$ cat src/rtl/spi_baud_pkg.sv
// Shared sizes and types for the SPI serial clock generator.
// Assumes the divide-select field picks a power-of-two prescale of 2<<div.
package spi_baud_pkg;
    localparam int DIV_W   = 2;   // prescaler select width
    localparam int BRG_W   = 6;   // half-period count width
    localparam int BRG_MIN = 4;   // smallest legal half-period count

    // Half of the serial clock period the generator is in
    typedef enum logic {
        PH_IDLE   = 1'b0,
        PH_ACTIVE = 1'b1
    } baud_phase_e;
endpackage

$ cat src/rtl/baud_cfg_hold.sv
// Holds the active divide settings and polarity. New values are taken while
// reset is low, while the generator is off, or at a period boundary.
// Assumes load is high only in those states. A rate below BRG_MIN is floored.
module baud_cfg_hold #(
    parameter int DIV_W   = spi_baud_pkg::DIV_W,
    parameter int BRG_W   = spi_baud_pkg::BRG_W,
    parameter int BRG_MIN = spi_baud_pkg::BRG_MIN
) (
    input  logic             clk,
    input  logic             rst_n,
    input  logic             load,
    input  logic [DIV_W-1:0] div_i,
    input  logic [BRG_W-1:0] brg_i,
    input  logic             cpol_i,
    output logic [DIV_W-1:0] div_a,
    output logic [BRG_W-1:0] brg_a,
    output logic             cpol_a
);
    localparam logic [BRG_W-1:0] FLOOR = BRG_W'(BRG_MIN);

    logic [BRG_W-1:0] brg_fix;

    // Raise an illegal small rate value to the floor
    always_comb begin
        brg_fix = (brg_i < FLOOR) ? FLOOR : brg_i;
    end

    // Capture settings in reset, when off, or at a boundary
    always_ff @(posedge clk) begin
        if (!rst_n || load) begin
            div_a  <= div_i;
            brg_a  <= brg_fix;
            cpol_a <= cpol_i;
        end
    end

    AST_BRG_FLOOR: assert property (@(posedge clk) disable iff (!rst_n)
        brg_a >= FLOOR);
endmodule

$ cat src/rtl/baud_prescaler.sv
// Power-of-two prescaler. It emits a one-cycle tick every 2<<div main clocks.
// Assumes div is held stable by the caller except at a period boundary, where
// the counter is already at its terminal value and wraps.
module baud_prescaler #(
    parameter  int DIV_W = spi_baud_pkg::DIV_W,
    localparam int PRE_W = 1 << DIV_W
) (
    input  logic             clk,
    input  logic             rst_n,
    input  logic             en,
    input  logic [DIV_W-1:0] div,
    output logic             tick
);
    localparam logic [PRE_W-1:0] ONES = '1;

    logic [PRE_W-1:0] cnt;
    logic [PRE_W-1:0] term;

    // Terminal count (2<<div)-1 as a right-shifted mask of ones
    always_comb begin
        term = ONES >> ((PRE_W - 1) - int'(div));
        tick = en && (cnt == term);
    end

    // Free-running count, cleared when off
    always_ff @(posedge clk) begin
        if (!rst_n || !en) begin
            cnt <= '0;
        end else if (tick) begin
            cnt <= '0;
        end else begin
            cnt <= PRE_W'(cnt + 1'b1);
        end
    end

    AST_PRE_BOUND: assert property (@(posedge clk) disable iff (!rst_n)
        cnt <= term);
    AST_TICK_GAP: assert property (@(posedge clk) disable iff (!rst_n)
        tick |=> !tick);
endmodule

$ cat src/rtl/baud_edge_gen.sv
// Half-period counter and phase register. After brg+1 prescaler ticks it
// toggles the phase and raises a registered strobe naming the transition.
// Assumes brg changes only at the boundary it reports or while off.
module baud_edge_gen #(
    parameter int BRG_W = spi_baud_pkg::BRG_W
) (
    input  logic                      clk,
    input  logic                      rst_n,
    input  logic                      en,
    input  logic                      tick,
    input  logic [BRG_W-1:0]          brg,
    output spi_baud_pkg::baud_phase_e phase,
    output logic                      lead,
    output logic                      trail,
    output logic                      boundary
);
    import spi_baud_pkg::*;

    logic [BRG_W-1:0] hcnt;
    logic             half_done;

    // End of a half period and end of a full period
    always_comb begin
        half_done = tick && (hcnt == brg);
        boundary  = half_done && (phase == PH_ACTIVE);
    end

    // Count ticks, toggle phase, register transition strobes
    always_ff @(posedge clk) begin
        if (!rst_n || !en) begin
            hcnt  <= '0;
            phase <= PH_IDLE;
            lead  <= 1'b0;
            trail <= 1'b0;
        end else begin
            lead  <= 1'b0;
            trail <= 1'b0;
            if (half_done) begin
                hcnt  <= '0;
                phase <= (phase == PH_IDLE) ? PH_ACTIVE : PH_IDLE;
                lead  <= (phase == PH_IDLE);
                trail <= (phase == PH_ACTIVE);
            end else if (tick) begin
                hcnt <= BRG_W'(hcnt + 1'b1);
            end
        end
    end

    AST_HALF_BOUND: assert property (@(posedge clk) disable iff (!rst_n)
        hcnt <= brg);
    AST_PULSE_EXCL: assert property (@(posedge clk) disable iff (!rst_n)
        !(lead && trail));
    AST_LEAD_SINGLE: assert property (@(posedge clk) disable iff (!rst_n)
        lead |=> !lead);
endmodule

$ cat src/rtl/spi_baud_gen.sv
// SPI serial clock generator built from a power-of-two prescaler and a
// half-period counter. It gives the serial clock level and one-cycle
// leading/trailing strobes in the main clock domain.
// Assumes one main clock and a synchronous active-low reset.
module spi_baud_gen #(
    parameter int DIV_W   = spi_baud_pkg::DIV_W,
    parameter int BRG_W   = spi_baud_pkg::BRG_W,
    parameter int BRG_MIN = spi_baud_pkg::BRG_MIN
) (
    input  logic             clk,
    input  logic             rst_n,
    input  logic             en_i,
    input  logic [DIV_W-1:0] div_i,
    input  logic [BRG_W-1:0] brg_i,
    input  logic             cpol_i,
    output logic             sclk_o,
    output logic             lead_o,
    output logic             trail_o
);
    import spi_baud_pkg::*;

    logic [DIV_W-1:0] div_a;
    logic [BRG_W-1:0] brg_a;
    logic             cpol_a;
    logic             tick;
    logic             boundary;
    logic             cfg_load;
    baud_phase_e      phase;

    // Settings may move only when off or at the end of a period
    always_comb begin
        cfg_load = !en_i || boundary;
    end

    baud_cfg_hold #(.DIV_W(DIV_W), .BRG_W(BRG_W), .BRG_MIN(BRG_MIN)) u_cfg (
        .clk    (clk),
        .rst_n  (rst_n),
        .load   (cfg_load),
        .div_i  (div_i),
        .brg_i  (brg_i),
        .cpol_i (cpol_i),
        .div_a  (div_a),
        .brg_a  (brg_a),
        .cpol_a (cpol_a)
    );

    baud_prescaler #(.DIV_W(DIV_W)) u_pre (
        .clk   (clk),
        .rst_n (rst_n),
        .en    (en_i),
        .div   (div_a),
        .tick  (tick)
    );

    baud_edge_gen #(.BRG_W(BRG_W)) u_edge (
        .clk      (clk),
        .rst_n    (rst_n),
        .en       (en_i),
        .tick     (tick),
        .brg      (brg_a),
        .phase    (phase),
        .lead     (lead_o),
        .trail    (trail_o),
        .boundary (boundary)
    );

    // Serial clock level is the phase seen through the polarity
    always_comb begin
        sclk_o = cpol_a ^ (phase == PH_ACTIVE);
    end

    AST_LEAD_TOGGLE: assert property (@(posedge clk) disable iff (!rst_n)
        lead_o |-> (sclk_o != $past(sclk_o)));
    AST_OFF_QUIET: assert property (@(posedge clk) disable iff (!rst_n)
        !$past(en_i) |-> (!lead_o && !trail_o && (sclk_o == cpol_a)));
    AST_CFG_HOLD: assert property (@(posedge clk) disable iff (!rst_n)
        ($past(rst_n) && $past(en_i) && !$stable({div_a, brg_a, cpol_a}))
        |-> trail_o);
endmodule

$ cat config.mk
export PLATFORM = sky130hd
export DESIGN_NAME = spi_baud_gen
export DESIGN_NICKNAME = d
export VERILOG_FILES = /design/src/rtl/spi_baud_pkg.sv /design/src/rtl/baud_cfg_hold.sv /design/src/rtl/baud_prescaler.sv /design/src/rtl/baud_edge_gen.sv /design/src/rtl/spi_baud_gen.sv
export SDC_FILE = /design/constraint.sdc
export NUM_CORES = 1
export LEC_CHECK = 0
export BUFFER_PORTS_ARGS = -buffer_cell sky130_fd_sc_hd__buf_2
export CAP_MARGIN = 15
export CORE_MARGIN = 3
export CORE_UTILIZATION = 58
export CTS_CLUSTER_DIAMETER = 30
export DETAILED_ROUTE_END_ITERATION = 8
export GPL_ROUTABILITY_DRIVEN = 0
export GPL_TIMING_DRIVEN = 0
export PLACE_DENSITY_LB_ADDON = 0.3
export REMOVE_ABC_BUFFERS = 1
export SLEW_MARGIN = 5
export SYNTH_ARGS = -nofsm -noshare
export SYNTH_HDL_FRONTEND = slang
export SYNTH_HIERARCHICAL = 1
export SYNTH_SLANG_ARGS = --single-unit
$ cat constraint.sdc
create_clock -name clk -period 3.38 [get_ports clk]
set_input_delay 0.169 -clock clk [delete_from_list [all_inputs] [get_ports clk]]
set_output_delay 0.169 -clock clk [all_outputs]
set_load 0.02 [all_outputs]
== Word-level counts from Yosys, hierarchy flattened ==
Cells that the tools add are included.
Word-level totals
  output and inout bits: 3
  word-level logic and storage cells: 30
  input port bits: 12
  register bits: 22
Cells by class
  muxes and demuxes: 1
  shifts and indexed selects: 1
  magnitude comparators: 1
  bitwise gates (word level): 3
  add/subtract/negate cells: 3
  equal/unequal tests: 2
  reductions and logical operators: 11
Operators with widths (number)
  right shift 4 x 32 -> 4 bit (first input constant): 1
  adder 6 x 1 -> 6 bit (second input constant): 1
  equality test 6 bit: 1
  < comparator 6 x 3 -> 1 bit (second input constant): 1
  OR reduction 2 bit: 3
  adder 4 x 1 -> 4 bit (second input constant): 1
  equality test 4 bit: 1
  logical AND 1 bit: 3
  logical OR 1 bit: 3
  subtractor 2 x 2 -> 3 bit (first input constant): 1
  logical NOT 1 bit: 2
  NOT 1 bit: 2
  2-to-1 mux 1 bit: 1
  bitwise XOR 1 bit: 1

== Longest topological paths before layout ==
Gate-level depths: netlist of run 1.
  depth in word-level cells: 8
  mapped depth: 8
  depth with buffers taken out: 8

== Modules after synthesis ==
Netlist of run 1, hierarchy kept.
Modules (own cells, without submodules)
  baud_edge_gen: area an instance 441.7 um2, times used 1, cells each 44, sequential area each 180.2 um2
  baud_cfg_hold: area an instance 324.1 um2, times used 1, cells each 18, sequential area each 270.3 um2
  baud_prescaler: area an instance 217.7 um2, times used 1, cells each 24, sequential area each 80.1 um2
  spi_baud_gen: area an instance 15.0 um2, times used 1, cells each 2, sequential area each 0.0 um2

== Least setup slack after synthesis of run 1 ==
Ideal clock, no wire load.
  path type: register to register
  start point: register u_cfg.div_a[0]
  end point: register u_cfg.brg_a[0] (enable)
  data required time: 3.039 ns
  arrival: 1.876 ns
  slack: 1.163 ns
  path buffers: 0
  setup time: 0.341 ns
  stages on the path, launching flop included: 9
  period minus slack after synthesis: 2.217 ns
  cells stage by stage: edfxtp_1 -> nand2b_1 -> a21o_2 -> a21oi_2 -> and2_2 -> and4_4 -> and3_4 -> nand2b_1 -> nand2b_1
On the way
  word-level cells in the longest chain between the ends: 8
Ends and longest elaborated chain
  from (decl): line baud_cfg_hold.sv:15  | output logic [DIV_W-1:0] div_a,
  from (signal assigned): line baud_cfg_hold.sv:31  | div_a <= div_i;
  subtractor 2 x 2 -> 3 bit: line baud_prescaler.sv:21  | term = ONES >> ((PRE_W - 1) - int'(div));
  right shift 4 x 32 -> 4 bit: line baud_prescaler.sv:21
  equality test 4 bit: line baud_prescaler.sv:22  | tick = en && (cnt == term);
  logical AND 1 bit: line baud_prescaler.sv:22
  net tick: line spi_baud_gen.sv:25  | logic tick;
  logical AND 1 bit: line baud_edge_gen.sv:24  | half_done = tick && (hcnt == brg);
  logical AND 1 bit: line baud_edge_gen.sv:25  | boundary = half_done && (phase == PH_ACTIVE);
  net boundary: line spi_baud_gen.sv:26  | logic boundary;
  logical OR 1 bit: line spi_baud_gen.sv:32  | cfg_load = !en_i || boundary;
  net cfg_load: line spi_baud_gen.sv:27  | logic cfg_load;
  logical OR 1 bit: line baud_cfg_hold.sv:30  | if (!rst_n || load) begin
  to (signal assigned): line baud_cfg_hold.sv:32  | brg_a <= brg_fix;
  to (decl): line baud_cfg_hold.sv:16  | output logic [BRG_W-1:0] brg_a,
The timed path passes the listed nets, and every way through them passes these cells.
A chain may end at the register's enable or synchronous reset.

== Worst setup path in the final report of run 1 ==
Ends and elaborated chain as after synthesis.

==> metrics.md, run 1 <==
| Metric | Value |
|---|---|
| Port buffer count | `14` |
| Post-Syn Area | `998 µm²` |
| Place WS | `0.917 ns` |
| Starting density of the core | `64.0%` |
| Remaining DRCs | `0` |
| Row count | `14` |
| Post-CTS Hold Buffers | `0` |
| Worst hold path class | `in2reg` |
| Post-synthesis sequential area ratio | `53.1%` |
| Crit end category | `flop` |
| Yosys warnings | `6` |
| Peak Freq | `406 MHz` |
| Final setup viols | `0` |
| Met1 usage | `16.8%` |
| CTS tree | `done` |
| Crit path time final | `2.47 ns` |
| Die height | `47.5 µm` |
| IO Pins | `15` |
| Pwr/cell area | `407 nW/µm²` |
| Area delta synth->final | `10.5%` |
| Max incr delay on CP | `0.43 ns` |
| CP delay by family, top | `simple AND/OR/NAND/NOR gates` |
| Psw | `0.0000964 W` |
| DRT antenna net count | `0` |
| TritonRoute pass-1 iters | `4` |
| CP Max Fanout | `9` |
| Worst vdd ir | `350 µV` |
| Layout Nets | `118` |
| Post-Synthesis Cells | `88` |
| Synth cell types | `30` |
| RSZ-0062 raised after global routing | `false` |
| Crit path cell chain | `nand2b_1, a21o_2, a21oi_2, and2_2, and4_4, and3_4, nand2b_1, nand2b_1` |
| Clock Skew | `0.00364 ns` |
| Met3 Use GR | `6.77%` |
| Number of H-tree levels | `1` |
| Critical-path top delay cell | `edfxtp_1` |
| R2r setup slk | `0.91 ns` |
| Clk network pwr share | `25.8%` |
| Slew headroom | `71.0%` |
| DIE AREA | `2260 µm²` |
| Sw Share | `21.5%` |
| Post-detail-place hpwl | `1.16 mm` |
| Worst-case clock buffer depth | `2` |
| Antenna Cells | `0` |
| Comb pwr share | `8.3%` |
| Register clock-pin slew on the reported worst setup and hold paths | `0.11 ns` |
| Commonest non-fill, non-tap cell in the layout | `buf_2` |
| Met2 Usage GRT | `26.7%` |
| Core Region | `1560 µm²` |
| CTS sink count | `22` |
| Internal | `0.000352 W` |
| Worst-Margin Slew | `0.436 ns` |
| WS Path Type | `reg2reg` |
| Standby leakage power | `0.443 nW` |
| Core Util, Final | `70.8%` |
| Hold path depth | `1` |
| Post-synthesis register bit count | `22` |
| Period utilization | `73.0%` |
| Final setup margin | `0.914 ns` |
| Syn_area_per_cell | `11.3 µm²` |
| Number of cells on the critical path | `8` |
| GRT Resource Usage Total | `15.3%` |
| Worst EP required | `3.34 ns` |
| Num CTS Buffers | `3` |
| Most frequent cells in the layout | `buf_2 (14), dfxtp_1 (13), xor2_1 (9), edfxtp_1 (9), nor2_1 (8)` |
| Buf/Inv on CP | `0` |
| Setup tns final | `0 ns` |
| CTS resizes | `0` |
| Reg power frac | `65.9%` |
| Die width | `47.5 µm` |
| Final hold viol count | `0` |
| Routed WL per cell | `12.3 µm` |
| Vias in the first global route | `565` |
| Clk_lat worst skew | `0.29 ns` |
| WL final | `1.46 mm` |
| Max cap viols | `0` |
| Via density | `5.39` |
| Total gr overflow | `0` |
| Cells on worst reg2reg path | `8` |
| Largest net degree at the start of global routing | `13` |
| Initial antenna violation count | `0` |
| Proportion of layout cells with a drive suffix above 1 | `27.2%` |
| Worst EP arrival | `2.42 ns` |
| Most frequent CP cell | `nand2b_1` |
| Outcome | `finished, final reports clean` |
| First-pass GRT wire length | `2.33 mm` |
| Fin. max-slew vios | `0` |
| Iteration-0 DRC count of the detailed router | `21` |
| Critical path launch point type | `flop` |
| Post-CTS Setup Inserts | `0` |
| Via Count | `642` |
| CTS Root Cell | `clkbuf_4` |
| GRT Max-Usage Layer | `met2` |
-- flip-flops by register name, indices dropped and copies added, names as in the netlist --
name / cells
u_cfg/brg_a: 6
u_edge/phase: 1
u_cfg/div_a: 2
u_edge/hcnt: 6
u_edge/trail: 1
u_cfg/cpol_a: 1
u_edge/lead: 1
u_pre/cnt: 4
-- per-stage QoR --
step	instance area [µm²]	hold WS [ns]	total power (W)	cells
finish	1100	0.0440	0.000449	119
floorplan	987	0.268	0.000324	85
detailed placement	1080	0.350	0.000340	115
global route	1100	0.0175	0.000474	119
global placement	1080	0.346	0.000338	115
CTS	1100	0.0322	0.000455	119
-- power groups by stage --
stage	sequential, W	clock, W	combinational (W)
floorplan	0.000300	0	0.0000240
global placement	0.000302	0	0.0000359
detailed placement	0.000302	0	0.0000374
CTS	0.000296	0.000122	0.0000375
global route	0.000297	0.000135	0.0000413
finish	0.000296	0.000116	0.0000373
-- synth_stat cells (all sizes together) --
cell | count | area share (%)
nand3 | 3 | 1.5
nor2 | 8 | 3.0
a21o | 2 | 2.4
xor2 | 9 | 7.9
nand2 | 4 | 1.5
ha | 2 | 2.5
nor3 | 3 | 2.6
and2 | 2 | 1.5
o2111ai | 1 | 0.88
and3 | 4 | 3.0
dfxtp | 13 | 26
or2 | 2 | 1.3
inv | 1 | 0.38
mux2i | 1 | 1.0
nor2b | 2 | 1.3
o21bai | 1 | 0.75
xnor2 | 5 | 4.4
a21oi | 2 | 1.4
clkbuf | 3 | 1.1
nand2b | 3 | 1.9
and4 | 1 | 1.1
or3b | 1 | 0.88
a211oi | 2 | 1.5
edfxtp | 9 | 27
nor4 | 1 | 1.3
nand4 | 3 | 1.9
-- cell type report --
type / instances / area, µm²
Inverter: 1 / 3.75
Fill cell: 122 / 455
Tap cell: 16 / 20.0
Sequential cell: 22 / 531
Multi-Input combinational cell: 62 / 453
Clock buffer: 4 / 26.3
Timing Repair Buffer: 14 / 70.1
-- cell families (layout without fill, tap and decap cells) --
family / Yosys count / count (layout) / share of synthesized area (%)
adders and majority gates: 2 / 2 / 2.51
and+or+nand+nor: 37 / 37 / 22.7
AOI/OAI and AO/OA: 8 / 8 / 6.89
xor gates and xnor gates: 14 / 14 / 12.3
buffers and inverters: 4 / 19 / 1.50
muxes: 1 / 1 / 1.00
DFF: 22 / 22 / 53.1
-- metal layers --
| layer | share of wire (%) | vias to the layer above |
|---|---|---|
| met5 | 0 | - |
| met4 | 0 | 0 |
| met3 | 6.4 | 0 |
| met2 | 51 | 19 |
| met1 | 42 | 286 |
| li1 | - | 337 |
-- worst paths after layout --
path	startpoint	endpoint
hold reg to reg	u_pre/cnt[0]$_SDFF_PP0_	u_pre/cnt[0]$_SDFF_PP0_
setup / recovery	u_cfg/div_a[0]$_DFFE_PP_	u_cfg/brg_a[0]$_SDFFCE_PN0P_
hold / removal	div_i[0]	u_cfg/div_a[0]$_DFFE_PP_
setup reg to reg	u_cfg/div_a[0]$_DFFE_PP_	u_cfg/brg_a[0]$_SDFFCE_PN0P_
(Power assumes the default switching activity.)
==> inputs of run 2 (changes only) <==
--- a/config.mk
+++ b/config.mk
@@ -8,7 +8,7 @@
 export BUFFER_PORTS_ARGS = -buffer_cell sky130_fd_sc_hd__buf_2
 export CAP_MARGIN = 15
 export CORE_MARGIN = 3
-export CORE_UTILIZATION = 58
+export CORE_UTILIZATION = 49
 export CTS_CLUSTER_DIAMETER = 30
 export DETAILED_ROUTE_END_ITERATION = 8
 export GPL_ROUTABILITY_DRIVEN = 0
==> constraint.sdc (replaced) <==
create_clock -name clk -period 2.1 [get_ports clk]
set_input_delay 0.105 -clock clk [delete_from_list [all_inputs] [get_ports clk]]
set_output_delay 0.105 -clock clk [all_outputs]
set_load 0.02 [all_outputs]
==> run 2 against run 1 <==
Against the previous run:
- the flow now finishes with violations (setup timing)
- clock skew increased by 0.0059 ns
- clock-buffer cell count unchanged
- combinational power increased by 130%
- sequential power increased by 61%
- setup slack got worse by 0.99 ns
- die area increased by 16%
- largest cell class unchanged
==> metrics.md, run 2 (synthesis gave the netlist of run 1 again) <==
| Metric | Value |
|---|---|
| Clock Skew | `0.00958 ns (+0.00594 ns)` |
| Worst hold path class | `in2reg` |
| RSZ-0062 raised after global routing | `true` |
| Most frequent cells in the layout | `buf_2 (14), dfxtp_1 (13), xor2_1 (9), edfxtp_1 (9), nor2_1 (8)` |
| CTS tree | `done` |
| Non-Filler Instances | `138 (+16%)` |
| Failing checks | `setup timing` |
| Clk_lat worst skew | `0.31 ns (+0.02 ns)` |
| Port buffer count | `14 (unchanged)` |
| Critical-path top delay cell | `edfxtp_1` |
| Area delta synth->final | `25.9%` |
| Standby leakage power | `0.516 nW (+16%)` |
| First-pass GRT wire length | `2.93 mm (+26%)` |
| DIE AREA | `2620 µm² (+16%)` |
| Total gr overflow | `0 (unchanged)` |
| Routed WL per cell | `12.8 µm (+4.6%)` |
| Largest registers | `u_cfg/brg_a: 6 flops, u_edge/hcnt: 6 flops, u_pre/cnt: 4 flops` |
| Commonest non-fill, non-tap cell in the layout | `buf_2` |
| Worst EP arrival | `2.20 ns (-0.22 ns)` |
| Final setup viols | `9 (+9)` |
| Initial antenna violation count | `0 (unchanged)` |
| Vias in the first global route | `678 (+20%)` |
| Final hold viol count | `0 (unchanged)` |
| Period utilization | `104% (+31 points)` |
| Row count | `15 (+1)` |
| IO Pins | `15 (unchanged)` |
| Remaining DRCs | `0 (unchanged)` |
| Worst-Margin Slew | `0.293 ns (-0.143 ns)` |
| Power Total | `0.000795 W (+77%)` |
| Die width | `51.1 µm (+7.7%)` |
| TritonRoute pass-1 iters | `4 (unchanged)` |
| WS Path Type | `reg2reg` |
| Fin. max-slew vios | `0 (unchanged)` |
| Number of H-tree levels | `1 (unchanged)` |
| Slew headroom | `80.3% (+9.4 points)` |
| Fill cells | `131 (+7.4%)` |
| Final setup margin | `-0.0762 ns (-0.990 ns)` |
| Outcome | `complete, but fails checks` |
| Critical path launch point type | `flop` |
| Crit path time final | `2.18 ns (-0.290 ns)` |
| Most frequent CP cell | `nand2b_4` |
| CP Max Fanout | `5 (-4)` |
| Largest net degree at the start of global routing | `13 (unchanged)` |
| Max cap viols | `0 (unchanged)` |
| Crit end category | `flop` |
| Post-detail-place hpwl | `1.16 mm (-0.27%)` |
| Via density | `5.17 (-4.1%)` |
| CTS Root Cell | `clkbuf_4` |
| Core Region | `1820 µm² (+17%)` |
| WL final | `1.77 mm (+21%)` |
| CTS sink count | `22 (unchanged)` |
| Starting density of the core | `54.8% (-9.2 points)` |
| Max incr delay on CP | `0.41 ns (-0.02 ns)` |
| Peak Freq | `460 MHz (+13%)` |
| Iteration-0 DRC count of the detailed router | `5 (-76%)` |
| Worst-case clock buffer depth | `2 (unchanged)` |
| GRT Resource Usage Total | `15.3% (+0.055 points)` |
| Worst vdd ir | `468 µV (+33%)` |
| Worst EP required | `2.12 ns (-1.22 ns)` |
| DRT antenna net count | `0 (unchanged)` |
| Register clock-pin slew on the reported worst setup and hold paths | `0.13 ns (+0.02 ns)` |
| Num CTS Buffers | `3 (unchanged)` |
| Layout Nets | `128 (+8.5%)` |
| Die height | `51.1 µm (+7.7%)` |
| Inst Count DP | `124 (+7.8%)` |
| Core Util, Final | `69.1% (-1.7 points)` |
| Pwr/cell area | `633 nW/µm² (+56%)` |
| Proportion of layout cells with a drive suffix above 1 | `35.4% (+8.2 points)` |
| Antenna Cells | `0 (unchanged)` |
| Via Count | `714 (+11%)` |
| Crit path cell chain | `buf_4, nor3_1, or2_2, and2_4, and4_4, and3_4, nand2b_4, nand2b_4` |
[run 2: cell types whose count changed in the layout (fill, tap and decap cells not counted), sizes merged]
cell	change
dlygate4sd3	+3
nand2b	+1
buf	+6
[run 2: path summary, 6_finish.rpt]
path	from	endpoint	slack, ns	depth (start not counted)
min	brg_i[3]	u_cfg/brg_a[3]$_SDFFCE_PN0P_	0.02	1
max	u_cfg/div_a[1]$_DFFE_PP_	u_cfg/brg_a[4]$_SDFFCE_PN0P_	-0.08	8
max reg2reg	u_cfg/div_a[1]$_DFFE_PP_	u_cfg/brg_a[4]$_SDFFCE_PN0P_	-0.08	8
min reg2reg	u_pre/cnt[0]$_SDFF_PP0_	u_pre/cnt[0]$_SDFF_PP0_	0.51	1
[run 2: layout make-up]
class | count | area, µm² | area share (%)
clock buffer | 4 | 36.3 | 2.89
inverter | 1 | 3.75 | 0.299
timing repair buffer | 23 | 145 | 11.5
multi-input combinational | 63 | 510 | 40.6
sequential | 22 | 531 | 42.2
tap | 25 | 31.3 | 2.49
[run 2: metrics by stage]
| stage | worst slack, ns | cell area, µm² | TNS [ns] | hold WS [ns] |
|---|---|---|---|---|
| finish | -0.0762 | 1260 | -0.500 | 0.0167 |
| global route | -0.148 | 1260 | -1.21 | 0.00439 |
| floorplan | -0.117 | 987 | -1.05 | 0.204 |
| detailed placement | -0.376 | 1090 | -3.38 | 0.284 |
| CTS | 0.000599 | 1220 | 0 | 0.00870 |
| global placement | -0.333 | 1090 | -2.99 | 0.282 |
[run 2: metal layers]
metal  vias to the layer above  track usage (%)  wire (µm)
met4                         0             8.07         17
met2                        16             25.1        862
li1                        363                -          -
met3                         2             2.62         66
met5                         -                0          0
met1                       333             19.1        827
[run 2: worst max-delay path, delay by kind of cell (launching register included)]
family        cells  cell delay (ns)
simple gates      7             1.32
flops             1             0.41
buf+inv           1             0.17
[run 2: repair_timing]
item,CTS,global route
setup endpoints to repair,9,9
resized for setup,6,3
buffers inserted,3,3
pin swaps,2,4
cloned,1,0
hold endpoints to repair,3,0
hold buffers,3,0
[run 2: report_power, final]
part / total (W) / leakage [nW] / internal [W] / switching, W
logic: 0.0000851 / 0.298 / 0.0000435 / 0.0000415
clock network: 0.000234 / 0.0210 / 0.000106 / 0.000128
registers: 0.000477 / 0.197 / 0.000465 / 0.0000115
total: 0.000795 / 0.516 / 0.000614 / 0.000181
